### src/rtl/dpcm_pkg.sv
package dpcm_pkg;
  localparam int SMP_W  = 8;
  localparam int CODE_W = 4;
  localparam int ACC_W  = 16;
  localparam int RSEL_W = 2;

  typedef logic signed [SMP_W-1:0]  smp_t;
  typedef logic signed [CODE_W-1:0] code_t;
  typedef logic signed [ACC_W-1:0]  acc_t;

  localparam acc_t CODE_HI = acc_t'((1 << (CODE_W - 1)) - 1);
  localparam acc_t CODE_LO = -CODE_HI - acc_t'(1);
  localparam acc_t SMP_HI  = acc_t'((1 << (SMP_W - 1)) - 1);
  localparam acc_t SMP_LO  = -SMP_HI - acc_t'(1);

  // sample minus prediction, widened so no bit is lost
  function automatic acc_t diff_of(smp_t x, smp_t p);
    return acc_t'(x) - acc_t'(p);
  endfunction

  // uniform quantizer: truncating divide, then clip to code range
  function automatic code_t quantize(acc_t d, acc_t step);
    acc_t q;
    q = d / step;
    if (q > CODE_HI)      q = CODE_HI;
    else if (q < CODE_LO) q = CODE_LO;
    return code_t'(q);
  endfunction

  function automatic acc_t dequant(code_t c, acc_t step);
    return acc_t'(c) * step;
  endfunction

  // prediction update that clips at the sample range
  function automatic smp_t sat_add(smp_t p, acc_t d);
    acc_t s;
    s = acc_t'(p) + d;
    if (s > SMP_HI)      s = SMP_HI;
    else if (s < SMP_LO) s = SMP_LO;
    return smp_t'(s);
  endfunction
endpackage

### src/rtl/dpcm_rate_gen.sv
module dpcm_rate_gen
  import dpcm_pkg::*;
#(
  parameter int SLOTS = 32
) (
  input  logic              clk,
  input  logic              rst_n,
  input  logic              clk_en,
  input  logic [RSEL_W-1:0] rate_sel,
  output logic              kit_tick,
  output logic              strobe
);
  localparam int PRE_W  = (1 << RSEL_W) - 1;
  localparam int SLOT_W = $clog2(SLOTS);
  localparam logic [SLOT_W-1:0] SLOT_LAST = SLOT_W'(SLOTS - 1);

  logic [PRE_W-1:0]  pre_cnt;
  logic [PRE_W-1:0]  pre_mask;
  logic [SLOT_W-1:0] slot_cnt;

  // thermometer mask: bit i set when divisor exceeds 2**i
  for (genvar i = 0; i < PRE_W; i++) begin : g_mask
    assign pre_mask[i] = (int'(rate_sel) > i);
  end

  assign kit_tick = clk_en && ((pre_cnt & pre_mask) == pre_mask);
  assign strobe   = kit_tick && (slot_cnt == SLOT_LAST);

  always_ff @(posedge clk) begin
    if (!rst_n) begin
      pre_cnt  <= '0;
      slot_cnt <= '0;
    end else begin
      if (clk_en)   pre_cnt  <= pre_cnt + 1'b1;
      if (kit_tick) slot_cnt <= strobe ? '0 : slot_cnt + 1'b1;
    end
  end
endmodule

### src/rtl/dpcm_predictor.sv
module dpcm_predictor
  import dpcm_pkg::*;
(
  input  logic clk,
  input  logic rst_n,
  input  logic load,
  input  acc_t delta,
  output smp_t pred_o
);
  always_ff @(posedge clk) begin
    if (!rst_n)    pred_o <= '0;
    else if (load) pred_o <= sat_add(pred_o, delta);
  end
endmodule

### src/rtl/dpcm_encoder.sv
module dpcm_encoder
  import dpcm_pkg::*;
#(
  parameter int STEP = 4
) (
  input  logic  clk,
  input  logic  rst_n,
  input  logic  strobe,
  input  logic  in_valid,
  input  smp_t  sample_in,
  output code_t code_o,
  output logic  valid_o,
  output logic  fire_o,
  output acc_t  diff_o,
  output smp_t  pred_o
);
  localparam acc_t STEP_A = acc_t'(STEP);

  code_t code_d;
  acc_t  delta_d;

  assign fire_o  = strobe && in_valid;
  assign diff_o  = diff_of(sample_in, pred_o);
  assign code_d  = quantize(diff_o, STEP_A);
  assign delta_d = dequant(code_d, STEP_A);

  // closed loop: prediction moves by the dequantized code only
  dpcm_predictor pred_i (
    .clk    (clk),
    .rst_n  (rst_n),
    .load   (fire_o),
    .delta  (delta_d),
    .pred_o (pred_o)
  );

  always_ff @(posedge clk) begin
    if (!rst_n) begin
      code_o  <= '0;
      valid_o <= 1'b0;
    end else begin
      valid_o <= fire_o;
      if (fire_o) code_o <= code_d;
    end
  end
endmodule

### src/rtl/dpcm_decoder.sv
module dpcm_decoder
  import dpcm_pkg::*;
#(
  parameter int STEP = 4
) (
  input  logic  clk,
  input  logic  rst_n,
  input  code_t code_in,
  input  logic  code_valid,
  output smp_t  recon_o,
  output logic  valid_o,
  output acc_t  delta_o
);
  assign delta_o = dequant(code_in, acc_t'(STEP));

  dpcm_predictor pred_i (
    .clk    (clk),
    .rst_n  (rst_n),
    .load   (code_valid),
    .delta  (delta_o),
    .pred_o (recon_o)
  );

  always_ff @(posedge clk) begin
    if (!rst_n) valid_o <= 1'b0;
    else        valid_o <= code_valid;
  end
endmodule

### src/rtl/dpcm_codec.sv
module dpcm_codec
  import dpcm_pkg::*;
#(
  parameter int STEP  = 4,
  parameter int SLOTS = 32
) (
  input  logic              clk,
  input  logic              rst_n,
  input  logic              clk_en,
  input  logic [RSEL_W-1:0] rate_sel,
  input  logic              in_valid,
  input  logic [SMP_W-1:0]  sample_in,
  output logic [CODE_W-1:0] code_out,
  output logic              code_valid,
  input  logic [CODE_W-1:0] code_in,
  input  logic              code_in_valid,
  output logic [SMP_W-1:0]  recon_out,
  output logic              recon_valid
);
  // internal events brought out for the checker
  logic  kit_tick;
  logic  strobe;
  logic  enc_fire;
  acc_t  enc_diff;
  smp_t  enc_pred;
  code_t enc_code;
  smp_t  dec_recon;
  acc_t  dec_delta;

  dpcm_rate_gen #(.SLOTS(SLOTS)) rate_i (
    .clk      (clk),
    .rst_n    (rst_n),
    .clk_en   (clk_en),
    .rate_sel (rate_sel),
    .kit_tick (kit_tick),
    .strobe   (strobe)
  );

  dpcm_encoder #(.STEP(STEP)) enc_i (
    .clk       (clk),
    .rst_n     (rst_n),
    .strobe    (strobe),
    .in_valid  (in_valid),
    .sample_in (smp_t'(sample_in)),
    .code_o    (enc_code),
    .valid_o   (code_valid),
    .fire_o    (enc_fire),
    .diff_o    (enc_diff),
    .pred_o    (enc_pred)
  );

  dpcm_decoder #(.STEP(STEP)) dec_i (
    .clk        (clk),
    .rst_n      (rst_n),
    .code_in    (code_t'(code_in)),
    .code_valid (code_in_valid),
    .recon_o    (dec_recon),
    .valid_o    (recon_valid),
    .delta_o    (dec_delta)
  );

  assign code_out  = enc_code;
  assign recon_out = dec_recon;
endmodule

### config.mk
export PLATFORM = sky130hd
export DESIGN_NAME = dpcm_codec
export DESIGN_NICKNAME = d
export VERILOG_FILES = /design/src/rtl/dpcm_pkg.sv /design/src/rtl/dpcm_rate_gen.sv /design/src/rtl/dpcm_predictor.sv /design/src/rtl/dpcm_encoder.sv /design/src/rtl/dpcm_decoder.sv /design/src/rtl/dpcm_codec.sv
export SDC_FILE = /design/constraint.sdc
export NUM_CORES = 1
export LEC_CHECK = 0
export BUFFER_PORTS_ARGS = -buffer_cell sky130_fd_sc_hd__buf_4
export CAP_MARGIN = 20
export CORE_MARGIN = 4
export CORE_UTILIZATION = 64
export CTS_BUF_LIST = sky130_fd_sc_hd__clkbuf_8
export DETAILED_ROUTE_END_ITERATION = 8
export PLACE_DENSITY_LB_ADDON = 0.08
export SYNTH_ARGS = -nofsm -noshare
export SYNTH_HDL_FRONTEND = slang
export SYNTH_SLANG_ARGS = --single-unit
### constraint.sdc
create_clock -name clk -period 7.9 [get_ports clk]
set_input_delay 0.395 -clock clk [delete_from_list [all_inputs] [get_ports clk]]
set_output_delay 0.395 -clock clk [all_outputs]
set_load 0.005 [all_outputs]
Yosys cells after proc, flatten, opt, wreduce, memory -nomap -nowiden. Index checks and enable logic that the tools add are counted.

Add/subtract/negate cells: 6. Magnitude comparators: 9. Equality and inequality tests: 2. Mux-type cells: 7. Bitwise operators: 2. Reductions and logical operators: 4.

Operators by type and width (number): 8-bit two-way mux (4); 8-bit by 6-bit adder with 9-bit output (2); 9-bit by 8-bit > comparator with 1-bit output (second input constant) (2); 9-bit by 8-bit less-than comparator with 1-bit output (second input constant) (2); 16-bit by 1-bit adder with 16-bit output (1); 16-bit by 4-bit > comparator with 1-bit output (second input constant) (1); 16-bit by 4-bit less-than comparator with 1-bit output (second input constant) (1); 8-bit by 8-bit subtractor with 9-bit output (1); 4-bit two-way mux (2); 5-bit by 1-bit adder with 5-bit output (second input constant) (1); 5-bit == test (second input constant) (1); 5-bit two-way mux (1); 2-bit by 1-bit > comparator with 1-bit output (second input constant) (2); 3-bit by 1-bit adder with 3-bit output (second input constant) (1); 3-bit AND (1); 3-bit == test (1); 1-bit logical AND (3); 2-bit > comparator (second input constant) (1); 2-bit OR reduction (1); 1-bit AND (1).

Bits in registers: 30. Input bits: 19.

Longest topological paths before layout. Gate-level depths: netlist of run 1.

Word-level depth: 11. Depth in mapped cells: 27.

By module. From an unflattened synthesis of run 1, not the netlist that was laid out.

Cell total of the unflattened synthesis: 478. Area total of the unflattened synthesis: 3863.7 um2.

By module, submodules not included: dpcm_predictor (enc_i.pred_i) (times used 1, cells an instance 145, area each 1227.4 um2, sequential area each 160.2 um2); dpcm_predictor (dec_i.pred_i) (times used 1, cells an instance 152, area each 1183.6 um2, sequential area each 160.2 um2); dpcm_encoder (times used 1, cells an instance 115, area each 874.6 um2, sequential area each 100.1 um2); dpcm_rate_gen (times used 1, cells an instance 47, area each 427.9 um2, sequential area each 160.2 um2); dpcm_decoder (times used 1, cells an instance 19, area each 150.1 um2, sequential area each 20.0 um2).

Worst setup path before layout of run 1. No wires, ideal clock.

Path type: input to register. Start point: input port sample_in[0]. End point: register enc_i.pred_i.pred_o[4]. Data arrival time: 4830 ps. Setup slack: 2948 ps. Cell stages on the path: 26. Path through: inv_1 ha_1 fa_1 nor2b_4 o311ai_4 a21oi_2 or2_1 a22oi_1 ha_1 ha_1 nand2_1 nor2_1 nand3_1 ha_1 nand3_1 nor4_4 o32ai_2 a21o_1 ha_1 fa_1 a21oi_1 nor2_1 o21ai_0 a31oi_1 o21ai_0 a21oi_1.

Cells in the longest elaborated chain, start to end: 11. Elaborated cells on any way between the ends: 13.

RTL lines: start, declared (RTL line dpcm_codec.sv:12) `input logic [SMP_W-1:0] sample_in,`; 8-bit by 8-bit subtractor with 9-bit output * (RTL line dpcm_pkg.sv:18) `return acc_t'(x) - acc_t'(p);`; 2-bit OR reduction (no source line); 1-bit AND (no source line); 16-bit by 1-bit adder with 16-bit output (no source line) *; 16-bit by 4-bit less-than comparator with 1-bit output (RTL line dpcm_pkg.sv:26) `else if (q < CODE_LO) q = CODE_LO;`; 4-bit two-way mux (RTL line dpcm_pkg.sv:26); 4-bit two-way mux * (RTL line dpcm_pkg.sv:25) `if (q > CODE_HI) q = CODE_HI;`; via enc_i.code_d[0] (RTL line dpcm_encoder.sv:19) `code_t code_d;`; 8-bit by 6-bit adder with 9-bit output * (RTL line dpcm_pkg.sv:37) `s = acc_t'(p) + d;`; 9-bit by 8-bit less-than comparator with 1-bit output (RTL line dpcm_pkg.sv:39) `else if (s < SMP_LO) s = SMP_LO;`; 8-bit two-way mux (RTL line dpcm_pkg.sv:39); 8-bit two-way mux * (RTL line dpcm_pkg.sv:38) `if (s > SMP_HI) s = SMP_HI;`; end signal, assigned (RTL line dpcm_predictor.sv:12) `else if (load) pred_o <= sat_add(pred_o, delta);`; end, declared (RTL line dpcm_predictor.sv:8) `output smp_t pred_o`.

Mark *: on every way through the listed nets, which the timed path passes. The rest lies on a longest branch. A chain may end at the register's enable or synchronous reset.

Worst setup path after layout of run 1.
Start point: register enc_i.pred_i.pred_o[0]. End point: register enc_i.pred_i.pred_o[6].

Cells in the longest elaborated chain, start to end: 11. Elaborated cells on any way between the ends: 13.

RTL lines (RTL line): 8-bit by 8-bit subtractor with 9-bit output * (dpcm_pkg.sv:18); 2-bit OR reduction (no source line); 1-bit AND (no source line); 16-bit by 1-bit adder with 16-bit output (no source line) *; 16-bit by 4-bit less-than comparator with 1-bit output (dpcm_pkg.sv:26); 4-bit two-way mux (dpcm_pkg.sv:26); 4-bit two-way mux * (dpcm_pkg.sv:25); via enc_i.code_d[0] (dpcm_encoder.sv:19); 8-bit by 6-bit adder with 9-bit output * (dpcm_pkg.sv:37); 9-bit by 8-bit less-than comparator with 1-bit output (dpcm_pkg.sv:39); 8-bit two-way mux (dpcm_pkg.sv:39); 8-bit two-way mux * (dpcm_pkg.sv:38).

Marked as above.

==> results.md, run 1 <==
- The flow ran to the end, and the final reports show no timing, DRC or antenna violations.
- The origin of the worst min-delay path is code_in_valid.
- The endpoint kind of the worst setup timing path is a flop.
- The share of post-route cells with drive strength above 1 is 17.9%.
- The standard cell with the maximum stage delay on the critical path is a31oi_1.
- The largest total area in the synthesized netlist belongs to dfxtp_1.
- Hold repair after CTS inserted 0 buffers.
- The worst relative slew slack is 46.3%.
- The cell count after synthesis is 272.
- The number of placement rows is 21.
- Counting every net in the synthesized netlist gives 321.
- Setup repair after global routing left no endpoint under its margin.
- After clock tree synthesis, the repair step resized 0 gates.
- Traced cell by cell, the critical path runs through ha_1 -> fa_1 -> nor2b_4 -> o311ai_4 -> a21oi_2 -> or2_1 -> a22oi_1 -> ha_1 -> ha_1 -> nand2_1 -> nor2_1 -> nand3_1 -> ha_1 -> or4_4 -> o21ai_2 -> a21o_1 -> ha_1 -> fa_1 -> a21oi_1 -> nor2_1 -> o21ai_0 -> a31oi_1 -> o21ai_0 -> a21oi_1.
- The final critical path takes up 72.3% of the cycle.
- The most used flip-flop cell after synthesis is dfxtp_1.
- The peak per-stage delay on the critical path is 0.67 ns.
- The number of remaining DRC errors is 0.
- The initial antenna violation count is 0.
- The worst hold path belongs to the class in -> reg.
- The path with the worst hold slack has its endpoint at dec_i.pred_i.pred_o[2].
- For this run the aggregate overflow at the end of global routing stands at 0.
- Counting instances, the worst hold path has a depth of 2.
- The slack of the worst reg-to-reg path is 2.19 ns.
- The aggregate global-route resource usage is 23.4%.
- The sort of element at the start of the critical path is a flop.
- The cell that appears most often on the critical path is ha_1.
- The number of antenna repair diodes is 0.
- Wires add up to 5260 µm.
- After synthesis, the cell types taking the most area are dfxtp_1 24%, ha_1 14%, a21oi_1 6.4%, o21ai_0 5.5%, xnor2_1 3.7%.
- The peak clock frequency supported by timing is 175 MHz.
- The library cells used most frequently in the layout, excluding fill and tap cells, are 32 x buf_4, 30 x a21oi_1, 28 x dfxtp_1.
- The die covers 4700 µm².
- For the pin with the worst max-slew slack, the measured transition is 0.802 ns.
- Entering global routing, the biggest net connects 30 pins.
- The detail-routed via count per cell is 5.91.
- The total of endpoints with negative setup slack in the final report is 0.
- The arrival time reported for the critical path endpoint is 5.93 ns.
- The detailed-placement wirelength estimate is 4110 µm.
- After floorplanning, the core was sized to cover 3440 µm².
- The distinct cell type count after synthesis is 55.
- The growth of design area from synthesis to finish is 14.4%.
- The mean post-synth cell area is 8.63 µm².
- After synthesis, the share of flip-flops with an asynchronous set or reset is 0%.
- For the final routed database, the setup TNS stands at 0 ns.
- CTS built an H-tree with a depth of 1.
- The initial cell density of the core is 68.2%.
- No sink is reached through more buffers than the 2 on the longest clock path.
- The power density relative to cell area is 150 nW/µm².
- At the worst endpoint, the required time is 8.12 ns.
- The clock net in this run drives a total of 28 sinks.
- The total count of max-transition violations in the final report is 0.
- The total I/O pin count is 33.
- The TritonCTS clock tree is done.
- After clock tree synthesis, the clock-pin slew on the worst setup and hold paths is 0.10 ns.
- The Yosys step of the flow raised 0 warnings.
- Fill cells in the final layout number 259.
- The number of I/O port buffers is 32.
- The die width is 68.6 µm.
- For this run, the share of the core covered by cells in the final layout is 78.0%.
- In this run the critical register-to-register path is captured at enc_i.pred_i.pred_o[6].
- The vias after detailed routing is 2051.
- The clock period could shrink to 5.71 ns.
- The analysis attributes to cell leakage a power of 1.15 nW.
- The first global-routing pass estimated 8360 µm of wire.
- For this run, the detailed router's first-pass iteration total came to 4.
- For this run, the register share of the synthesized area comes to 23.9%.
- CTS placed an instance of clkbuf_8 at the clock tree root.
- The worst register-to-register path begins at enc_i.pred_i.pred_o[0].
- The tool flagged a number of max-cap violations equal to 0.
- Along the worst path, the maximum fanout reaches 10.
- In this run, synthesis produced a sequential element count of 28.
- The worst-case IR drop observed on VDD is 191 µV.
- Measured along the y axis, the die boundary spans 68.6 µm.
- In the final design database the tool counted 351 nets.
- The detailed-route wire length per cell is 15.2 µm.
- The number of global-route vias before repair is 1813.
- The class of the most critical setup path is reg -> reg.
- The worst register-to-register path has a depth of 24.
- The area of the mapped netlist is 2350 µm².
- Leaving out fill and tap cells, the most frequent cell in the layout is buf_4.
- The worst clock skew on the final layout is 0.00447 ns.
- In this run, synthesis inferred 0 flip-flops with an integrated enable.
- The detail route stage leaves a number of antenna-violating nets equal to 0.
- Clock tree synthesis inserted a total of 3 buffers.
- For the worst-skew pair, the clock arrives at the later sink with an insertion delay of 0.28 ns.
- For this block, the initial DRC count from the detailed router was 158.
- Summed over its instances, the top area cell type makes up 23.9% of the synthesized netlist area.
- The global placer's final weighted congestion is 0.827.
- The number of hold-slack violations in the final timing report was 0.
- Once the clock tree was built, the setup fixing pass inserted 0 buffers.
-- sequential cells by signal, indices dropped and copies added, names as in the netlist --
signal and count:
dec_i.pred_i.pred_o 7, enc_i.code_o 4, rate_i.slot_cnt 5, enc_i.pred_i.pred_o 7, rate_i.pre_cnt 3, enc_i.valid_o 1, dec_i.valid_o 1
-- worst max path at each step --
stage                                 from                     end  cells past startpoint
floorplan                     sample_in[0]  enc_i.pred_i.pred_o[4]                     26
global placement              sample_in[0]  enc_i.pred_i.pred_o[2]                     27
detailed placement            sample_in[0]  enc_i.pred_i.pred_o[6]                     26
CTS                 enc_i.pred_i.pred_o[0]  enc_i.pred_i.pred_o[6]                     24
global route        enc_i.pred_i.pred_o[0]  enc_i.pred_i.pred_o[6]                     25
finish              enc_i.pred_i.pred_o[0]  enc_i.pred_i.pred_o[6]                     24
-- kinds of logic (layout without fill, tap and decap cells) --
group / Yosys count / count (layout) / share of synthesized area [%]
simple gates: 70 / 70 / 17.7
fa+ha+maj: 34 / 34 / 18.7
buf+inv: 26 / 55 / 4.32
flops: 28 / 28 / 23.9
mux: 4 / 4 / 2.13
xor+xnor: 17 / 17 / 6.66
compound gates: 93 / 93 / 26.7
-- critical path, delay by kind of cell, from the launching register on --
kind | cells | cell delay, ns
adders and majority gates | 7 | 1.73
DFF | 1 | 0.46
and+or+nand+nor | 7 | 1.34
AOI/OAI and AO/OA | 10 | 2.12
-- where the power goes --
group,switching [W],total [W],internal (W)
clock network,0.0000467,0.000115,0.0000679
registers,0.00000645,0.000155,0.000148
logic,0.0000717,0.000133,0.0000608
-- synthesized netlist by cell type, drive strengths merged (5+ instances only) --
library cell / number
a21o: 7
a21oi: 31
and2: 7
clkbuf: 6
dfxtp: 28
ha: 27
inv: 19
nand2: 15
nand3: 5
nor2: 11
nor2b: 8
nor3: 5
o21ai: 27
xnor2: 10
xor2: 7
-- area by class of cell --
cell class	instances	area, µm²	share of cell area, %
clock inverter	1	30.0	1.12
inverter	19	71.3	2.65
timing repair buffer	32	240	8.94
multi-input combinational	218	1690	62.7
sequential	28	561	20.9
clock buffer	3	41.3	1.54
tap	46	57.6	2.14
-- stage by stage --
stage	worst slack (ns)	total power (W)	hold WS [ns]	std cells	instance area (µm²)
2_1_floorplan	2.95	0.000250	0.460	272	2350
3_3_place_gp	2.47	0.000283	0.458	343	2620
3_5_place_dp	2.19	0.000288	0.468	343	2620
4_1_cts	2.22	0.000402	0.388	347	2690
5_1_grt	1.70	0.000424	0.389	347	2690
6_report	2.19	0.000402	0.396	347	2690
-- routing by layer --
| metal | GRT usage (%) | share of wire (%) |
|---|---|---|
| met2 | 35.3 | 46 |
| met1 | 33.8 | 48 |
| met4 | 5.71 | 1.5 |
| met5 | 0 | 0 |
| met3 | 4.70 | 4.8 |
No activity file was read; power rests on OpenSTA's default activity.
==> inputs of run 2 (changes only) <==
- CORE_UTILIZATION: 64 -> 60
- clock period: 7.9 -> 6 ns (I/O delays scaled with it)
==> run 2 against run 1 <==
Clock skew rose by 0.0022 ns. Largest cell class unchanged. Global-route usage fell by 4.9 points. Register-to-register slack got worse by 1.7 ns. First-iteration DRC count fell by 51%. Sequential share of layout area fell by 0.068 points. Non-clock buffer count did not move. Via count fell by 3.9%.
==> results.md, run 2 (same netlist as run 1, synthesis figures left out) <==
- The switching power as a share of total power was 30.0% (was 31.1%).
- The worst-skew pair later-pin latency came to 0.27 ns (was 0.28 ns).
- The count of placed standard cells including taps is 345 (was 343).
- The switching power summed over all nets is 0.000156 W (was 0.000125 W).
- The number of I/O port buffers was 32 (unchanged).
- Biggest registers after layout: dec_i.pred_i.pred_o: 7 flops, enc_i.pred_i.pred_o: 7 flops, rate_i.slot_cnt: 5 flops (unchanged).
- The pin count of the biggest net entering global routing is 30 (unchanged).
- The peak clock frequency supported by timing was 181 MHz (was 175 MHz).
- The number of DRC markers after the initial detailed-route iteration was 78 (was 158).
- The overall power consumption is 0.000520 W (was 0.000402 W).
- The peak ir drop on the vdd network came to 166 µV (was 191 µV).
- The most prevalent standard cell on the critical path is ha_1 (unchanged).
- The sort of element at the start of the critical path is a flop (unchanged).
- The sequential fraction of design power is 39.1% (was 38.5%).
- The clock buffer count from CTS is 3 (unchanged).
- The total number of H-tree levels was 1 (unchanged).
- The overall die area came to 4980 µm² (was 4700 µm²).
- The post-route antenna net violation count is 0 (unchanged).
- The initial cell density of the core is 63.2% (was 68.2%).
- Result of the run: completed (unchanged).
- The number of placement rows came to 22 (was 21).
- The most common library cell in the layout ignoring fill and taps was buf_4 (unchanged).
- The cts-stage hold buffer count is 0 (unchanged).
- The largest buffer count on any clock path is 2 (unchanged).
- The portion of total power attributed to the clock network is 28.3% (was 28.5%).
- The portion of the clock cycle consumed by the worst path in the final layout is 91.8% (was 72.3%).
- The TritonCTS clock tree is done (unchanged).
- The class of the worst hold path is in -> reg (unchanged).
- Highest-count cells in the layout ignoring fill and taps: 32 x buf_4, 30 x a21oi_1, 28 x dfxtp_1 (unchanged).
- The register clock-pin slew on the reported worst setup and hold paths is 0.10 ns (about the same).
- The data required time of the critical path is 6.17 ns (was 8.12 ns).
- The endpoint kind of the worst setup timing path is a flop (unchanged).
- The detailed-placement wirelength estimate is 3840 µm (was 4110 µm).
- The growth of design area from synthesis to finish came to 14.8% (was 14.4%).
- The number of remaining DRC errors is 0 (unchanged).
- The arrival time reported for the critical path endpoint was 5.68 ns (was 5.93 ns).
- The class of the most critical setup path is reg -> reg (unchanged).
- The standard cell with the maximum stage delay on the critical path is dfxtp_1 (was a31oi_1).
- The global placer's final weighted congestion was 0.789 (was 0.827).
- The slew at the pin with the worst max-slew slack is 0.604 ns (was 0.802 ns).
- The count of filler cells inserted in the layout was 304 (was 259).
- The total I/O pin count was 33 (unchanged).
- The power density relative to cell area came to 193 nW/µm² (was 150 nW/µm²).
- The number of maximum-capacitance constraint violations is 0 (unchanged).
- The count of cells along the worst hold path is 2 (unchanged).
- The root buffer cell was clkbuf_8 (unchanged).
- The number of hold-slack violations in the final timing report is 0 (unchanged).
- The die width is 70.5 µm (was 68.6 µm).
- The worst clock skew on the final layout is 0.00667 ns (was 0.00447 ns).
- The initial antenna violation count was 0 (unchanged).
- The share of post-route cells with drive strength above 1 is 18.3% (was 17.9%).
- The register cell area after layout is 561 µm² (unchanged).
- The total count of max-transition violations in the final report is 0 (unchanged).
- The minimum hold slack is 0.307 ns (was 0.396 ns).
- The depth of the worst register-to-register path was 25 (was 24).
- The detail-routed via count per cell is 5.65 (was 5.91).
- The net count of the finished layout is 351 (unchanged).
- The area of the multi-input gates came to 1690 µm² (about the same).
- The cell-internal power was 0.000364 W (was 0.000277 W).
- The critical path depth in cells came to 25 (was 24).
- Unrepaired setup endpoints after global routing: false (unchanged).
- The minimum clock period after layout is 5.51 ns (was 5.71 ns).
- The worst relative slew slack is 59.5% (was 46.3%).
- The sum of buffers and inverters on the critical path is 0 (unchanged).
- The wire length of the first global-routing pass is 7740 µm (was 8360 µm).
- The combinational fraction of design power came to 32.6% (was 33.0%).
- The maximum fanout count along the critical path is 10 (unchanged).
- The die boundary height came to 70.5 µm (was 68.6 µm).
- The detailed-route wire length per cell came to 13.6 µm (was 15.2 µm).
- The number of sinks on the clock net is 28 (unchanged).
- The peak per-stage delay on the critical path was 0.44 ns (was 0.67 ns).
- The final sum of negative setup slack is 0 ns (unchanged).
- The aggregate routed wire length is 4730 µm (was 5260 µm).
- The family with the most delay on the worst path is adder cells (was compound AO/OA/AOI/OAI gates).
- The static leakage was 1.15 nW (about the same).
- The non-filler instance count after layout is 349 (was 347).
- The total core area came to 3720 µm² (was 3440 µm²).
- The first-pass detailed-route iteration total was 4 (unchanged).
- The number of global-route vias before repair is 1752 (was 1813).
- The aggregate global-route resource usage is 18.5% (was 23.4%).
- The vias after detailed routing is 1972 (was 2051).
- The number of antenna repair diodes is 0 (unchanged).
- The total of endpoints with negative setup slack in the final report is 0 (unchanged).
- The global route total overflow is 0 (unchanged).
run 2: cell types whose count changed in the layout (fill, tap and decap cells not counted):
cell,change
a31oi_2,+1
a31oi_1,-1
run 2: area by class of cell:
type	instances	area share (%)
flip-flops and latches	28	20.8
clock buffers	3	1.53
multi-input cells	218	62.8
inverters	19	2.65
repair buffers	32	8.91
clock inverters	1	1.11
well taps	48	2.23
run 2: path summary, 6_finish.rpt:
check / start / to / slack (ns)
max: enc_i.pred_i.pred_o[0] / enc_i.pred_i.pred_o[5] / 0.49
min: code_in_valid / dec_i.pred_i.pred_o[7] / 0.31
max reg2reg: enc_i.pred_i.pred_o[0] / enc_i.pred_i.pred_o[5] / 0.49
min reg2reg: enc_i.code_o[3] / enc_i.code_o[3] / 0.47
run 2: metal layers:
| metal | vias to the layer above | track usage, % | routed length, µm |
|---|---|---|---|
| met2 | 31 | 30.2 | 2190 |
| li1 | 1049 | - | - |
| met4 | 0 | 2.92 | 13 |
| met1 | 890 | 26.2 | 2330 |
| met3 | 2 | 2.84 | 193 |
| met5 | - | 0 | 0 |
run 2: what timing repair did:
action	CTS	global route
endpoints found under the hold margin	0	0
resized for setup	0	1
setup buffers	0	0
setup endpoints to repair	0	3
run 2: power by group through the flow:
stage,Sequential (W),Combinational (W),Clock (W)
finish,0.000203,0.000170,0.000147
global route,0.000205,0.000187,0.000157
CTS,0.000204,0.000170,0.000153
detailed placement,0.000208,0.000168,0
global placement,0.000207,0.000165,0
floorplan,0.000207,0.000123,0
run 2: stage by stage:
stage               worst slack [ns]  instance area [µm²]  utilization (%)
floorplan                       1.07                 2350                -
global placement               0.627                 2620             70.4
detailed placement             0.502                 2620             70.4
CTS                            0.456                 2690             72.4
global route                  0.0596                 2700             72.5
finish                         0.490                 2700             72.5
==> inputs of run 3 (changes only) <==
- CORE_UTILIZATION: 60 -> 58
- CTS_BUF_LIST: sky130_fd_sc_hd__clkbuf_8 -> sky130_fd_sc_hd__clkbuf_16
- SKIP_LAST_GASP: unset -> 1
==> run 3 against run 2 <==
Count of clock-buffer cells in the layout stayed put. Global-route usage is 0.74 points higher. Clock skew is 0.0024 ns lower.
==> results.md, run 3 (same netlist as run 1, synthesis figures left out) <==
- The post-route antenna net violation count is 0 (unchanged).
- The family with the most delay on the worst path is adder cells (unchanged).
- The endpoint of the lowest-slack register-to-register path is enc_i.pred_i.pred_o[5] (unchanged).
- The growth of design area from synthesis to finish is 16.3% (was 14.8%).
- The count of cells along the worst hold path is 2 (unchanged).
- The wire length of the first global-routing pass is 8100 µm (was 7740 µm).
- The clock buffer count from CTS was 3 (unchanged).
- The root buffer cell is clkbuf_16 (was clkbuf_8).
- The peak ir drop on the vdd network is 252 µV (was 166 µV).
- The initial cell density of the core is 62.2% (was 63.2%).
- The non-filler instance count after layout is 349 (unchanged).
- The data required time of the critical path is 6.15 ns (was 6.17 ns).
- The number of setup buffers added after CTS is 0 (unchanged).
- The class of the most critical setup path is reg -> reg (unchanged).
- Result of the run: completed (unchanged).
- The launching point of the worst reg2reg path is enc_i.pred_i.pred_o[0] (unchanged).
- The net count of the finished layout is 351 (unchanged).
- The number of I/O port buffers was 32 (unchanged).
- The overall die area came to 5130 µm² (was 4980 µm²).
- The slew at the pin with the worst max-slew slack came to 0.632 ns (was 0.604 ns).
- The number of maximum-capacitance constraint violations came to 0 (unchanged).
- The initial antenna violation count is 0 (unchanged).
- The number of global-route vias before repair is 1748 (was 1752).
- The number of remaining DRC errors is 0 (unchanged).
- The slack of the worst reg-to-reg path came to 0.43 ns (was 0.49 ns).
- The worst-skew pair later-pin latency is 0.26 ns (was 0.27 ns).
- The endpoint with the worst hold slack is dec_i.pred_i.pred_o[2] (was dec_i.pred_i.pred_o[7]).
- The minimum clock period after layout is 5.57 ns (was 5.51 ns).
- Unrepaired setup endpoints after global routing: false (unchanged).
- The share of post-route cells with drive strength above 1 was 18.3% (unchanged).
- The worst relative slew slack was 57.6% (was 59.5%).
- The TritonCTS clock tree is done (unchanged).
- The final core utilization is 72.4% (was 72.5%).
- The total of endpoints with negative setup slack in the final report is 0 (unchanged).
- The detail-routed via count per cell is 5.80 (was 5.65).
- The total I/O pin count was 33 (unchanged).
- The power density relative to cell area was 210 nW/µm² (was 193 nW/µm²).
- The total count of max-transition violations in the final report was 0 (unchanged).
- The total core area is 3770 µm² (was 3720 µm²).
- The vias after detailed routing came to 2024 (was 1972).
- The sum of buffers and inverters on the critical path is 0 (unchanged).
- The detailed-route wire length per cell was 14.2 µm (was 13.6 µm).
- Biggest registers after layout: dec_i.pred_i.pred_o: 7 flops, enc_i.pred_i.pred_o: 7 flops, rate_i.slot_cnt: 5 flops (unchanged).
- The depth of the worst register-to-register path is 25 (unchanged).
- The aggregate global-route resource usage was 19.2% (was 18.5%).
- The largest buffer count on any clock path is 2 (unchanged).
- The number of hold-slack violations in the final timing report is 0 (unchanged).
- The peak per-stage delay on the critical path came to 0.44 ns (about the same).
- The first-pass detailed-route iteration total was 4 (unchanged).
- The number of placement rows is 22 (unchanged).
- The portion of the clock cycle consumed by the worst path in the final layout is 92.9% (was 91.8%).
- The static leakage was 1.16 nW (was 1.15 nW).
- The detailed-placement wirelength estimate is 3880 µm (was 3840 µm).
- The arrival time reported for the critical path endpoint is 5.72 ns (was 5.68 ns).
- The origin of the worst min-delay path is code_in_valid (unchanged).
- The class of the worst hold path is in -> reg (unchanged).
- The number of resized instances in the post-cts repair step is 0 (unchanged).
- The die width came to 71.6 µm (was 70.5 µm).
- The peak clock frequency supported by timing is 179 MHz (was 181 MHz).
- The number of antenna repair diodes was 0 (unchanged).
- The aggregate routed wire length is 4970 µm (was 4730 µm).
- The number of DRC markers after the initial detailed-route iteration was 120 (was 78).
- The most common library cell in the layout ignoring fill and taps is buf_4 (unchanged).
- The total number of H-tree levels is 1 (unchanged).
- The register clock-pin slew on the reported worst setup and hold paths is 0.07 ns (was 0.10 ns).
- Highest-count cells in the layout ignoring fill and taps: 32 x buf_4, 30 x a21oi_1, 28 x dfxtp_1 (unchanged).
- The final sum of negative setup slack is 0 ns (unchanged).
- The count of placed standard cells including taps is 345 (unchanged).
- The worst clock skew on the final layout is 0.00422 ns (was 0.00667 ns).
- The endpoint kind of the worst setup timing path is a flop (unchanged).
- The standard cell with the maximum stage delay on the critical path is dfxtp_1 (unchanged).
- The die boundary height is 71.6 µm (was 70.5 µm).
- The global placer's final weighted congestion is 0.816 (was 0.789).
- The maximum fanout count along the critical path was 10 (unchanged).
- The global route total overflow is 0 (unchanged).
- The pin count of the biggest net entering global routing is 30 (unchanged).
- The cts-stage hold buffer count is 0 (unchanged).
- The number of sinks on the clock net is 28 (unchanged).
- The most prevalent standard cell on the critical path is ha_1 (unchanged).
- The overall power consumption is 0.000572 W (was 0.000520 W).
- The sort of element at the start of the critical path is a flop (unchanged).
==> run 3: cell counts in the layout (fill, tap and decap cells not counted) <==
Identical to the previous run, type by type.
==> run 3: worst register-to-register path: stages, from the launching register on <==
cell,delay (ns)
dfxtp_1,0.44
ha_1,0.25
fa_1,0.27
nor2b_4,0.07
o311ai_4,0.24
a21oi_2,0.11
or2_1,0.27
a22oi_1,0.16
ha_1,0.24
ha_1,0.21
nand2_1,0.15
nor2_1,0.15
nand3_1,0.09
ha_1,0.35
nand3_1,0.16
nor4_4,0.31
o32ai_2,0.16
a21o_1,0.20
ha_1,0.21
fa_1,0.41
a21oi_1,0.15
nor2_1,0.08
o21ai_0,0.22
a31oi_2,0.25
o21ai_0,0.23
a21oi_1,0.08
==> run 3: metrics by stage <==
step / hold slack [ns] / area [µm²] / setup slack [ns]
3_3_place_gp: 0.455 / 2620 / 0.582
6_report: 0.330 / 2730 / 0.428
4_1_cts: 0.324 / 2720 / 0.369
3_5_place_dp: 0.481 / 2620 / 0.379
2_1_floorplan: 0.460 / 2350 / 1.07
5_1_grt: 0.339 / 2730 / 0.00235
==> run 3: how the worst max path moves through the flow <==
stage | slack, ns | endpoint | start | cells past startpoint
floorplan | 1.07 | enc_i.pred_i.pred_o[4] | enc_i.pred_i.pred_o[0] | 25
global placement | 0.58 | enc_i.pred_i.pred_o[3] | enc_i.pred_i.pred_o[0] | 25
detailed placement | 0.38 | enc_i.pred_i.pred_o[3] | sample_in[0] | 27
CTS | 0.37 | enc_i.pred_i.pred_o[5] | enc_i.pred_i.pred_o[0] | 25
global route | 0.002 | enc_i.pred_i.pred_o[6] | enc_i.pred_i.pred_o[0] | 25
finish | 0.43 | enc_i.pred_i.pred_o[5] | enc_i.pred_i.pred_o[0] | 25
==> run 3: layer usage <==
| metal | track usage (%) | share of wire, % |
|---|---|---|
| met1 | 29.3 | 51 |
| met2 | 28.8 | 45 |
| met3 | 3.93 | 3.6 |
| met4 | 1.67 | 0.26 |
| met5 | 0 | 0 |
==> run 3: power breakdown <==
group	internal, W	total (W)	switching, W	leakage (nW)
registers	0.000195	0.000204	0.00000841	0.228
logic	0.0000799	0.000172	0.0000918	0.882
clock network	0.000133	0.000196	0.0000636	0.0511
==> run 3: area by class of cell <==
class / count / area (µm²)
Fill cell: 297 / 1040
Clock inverter: 1 / 30.0
Tap cell: 48 / 60.1
Clock buffer: 3 / 75.1
Multi-Input combinational cell: 218 / 1690
Sequential cell: 28 / 561
Inverter: 19 / 71.3
Timing Repair Buffer: 32 / 240
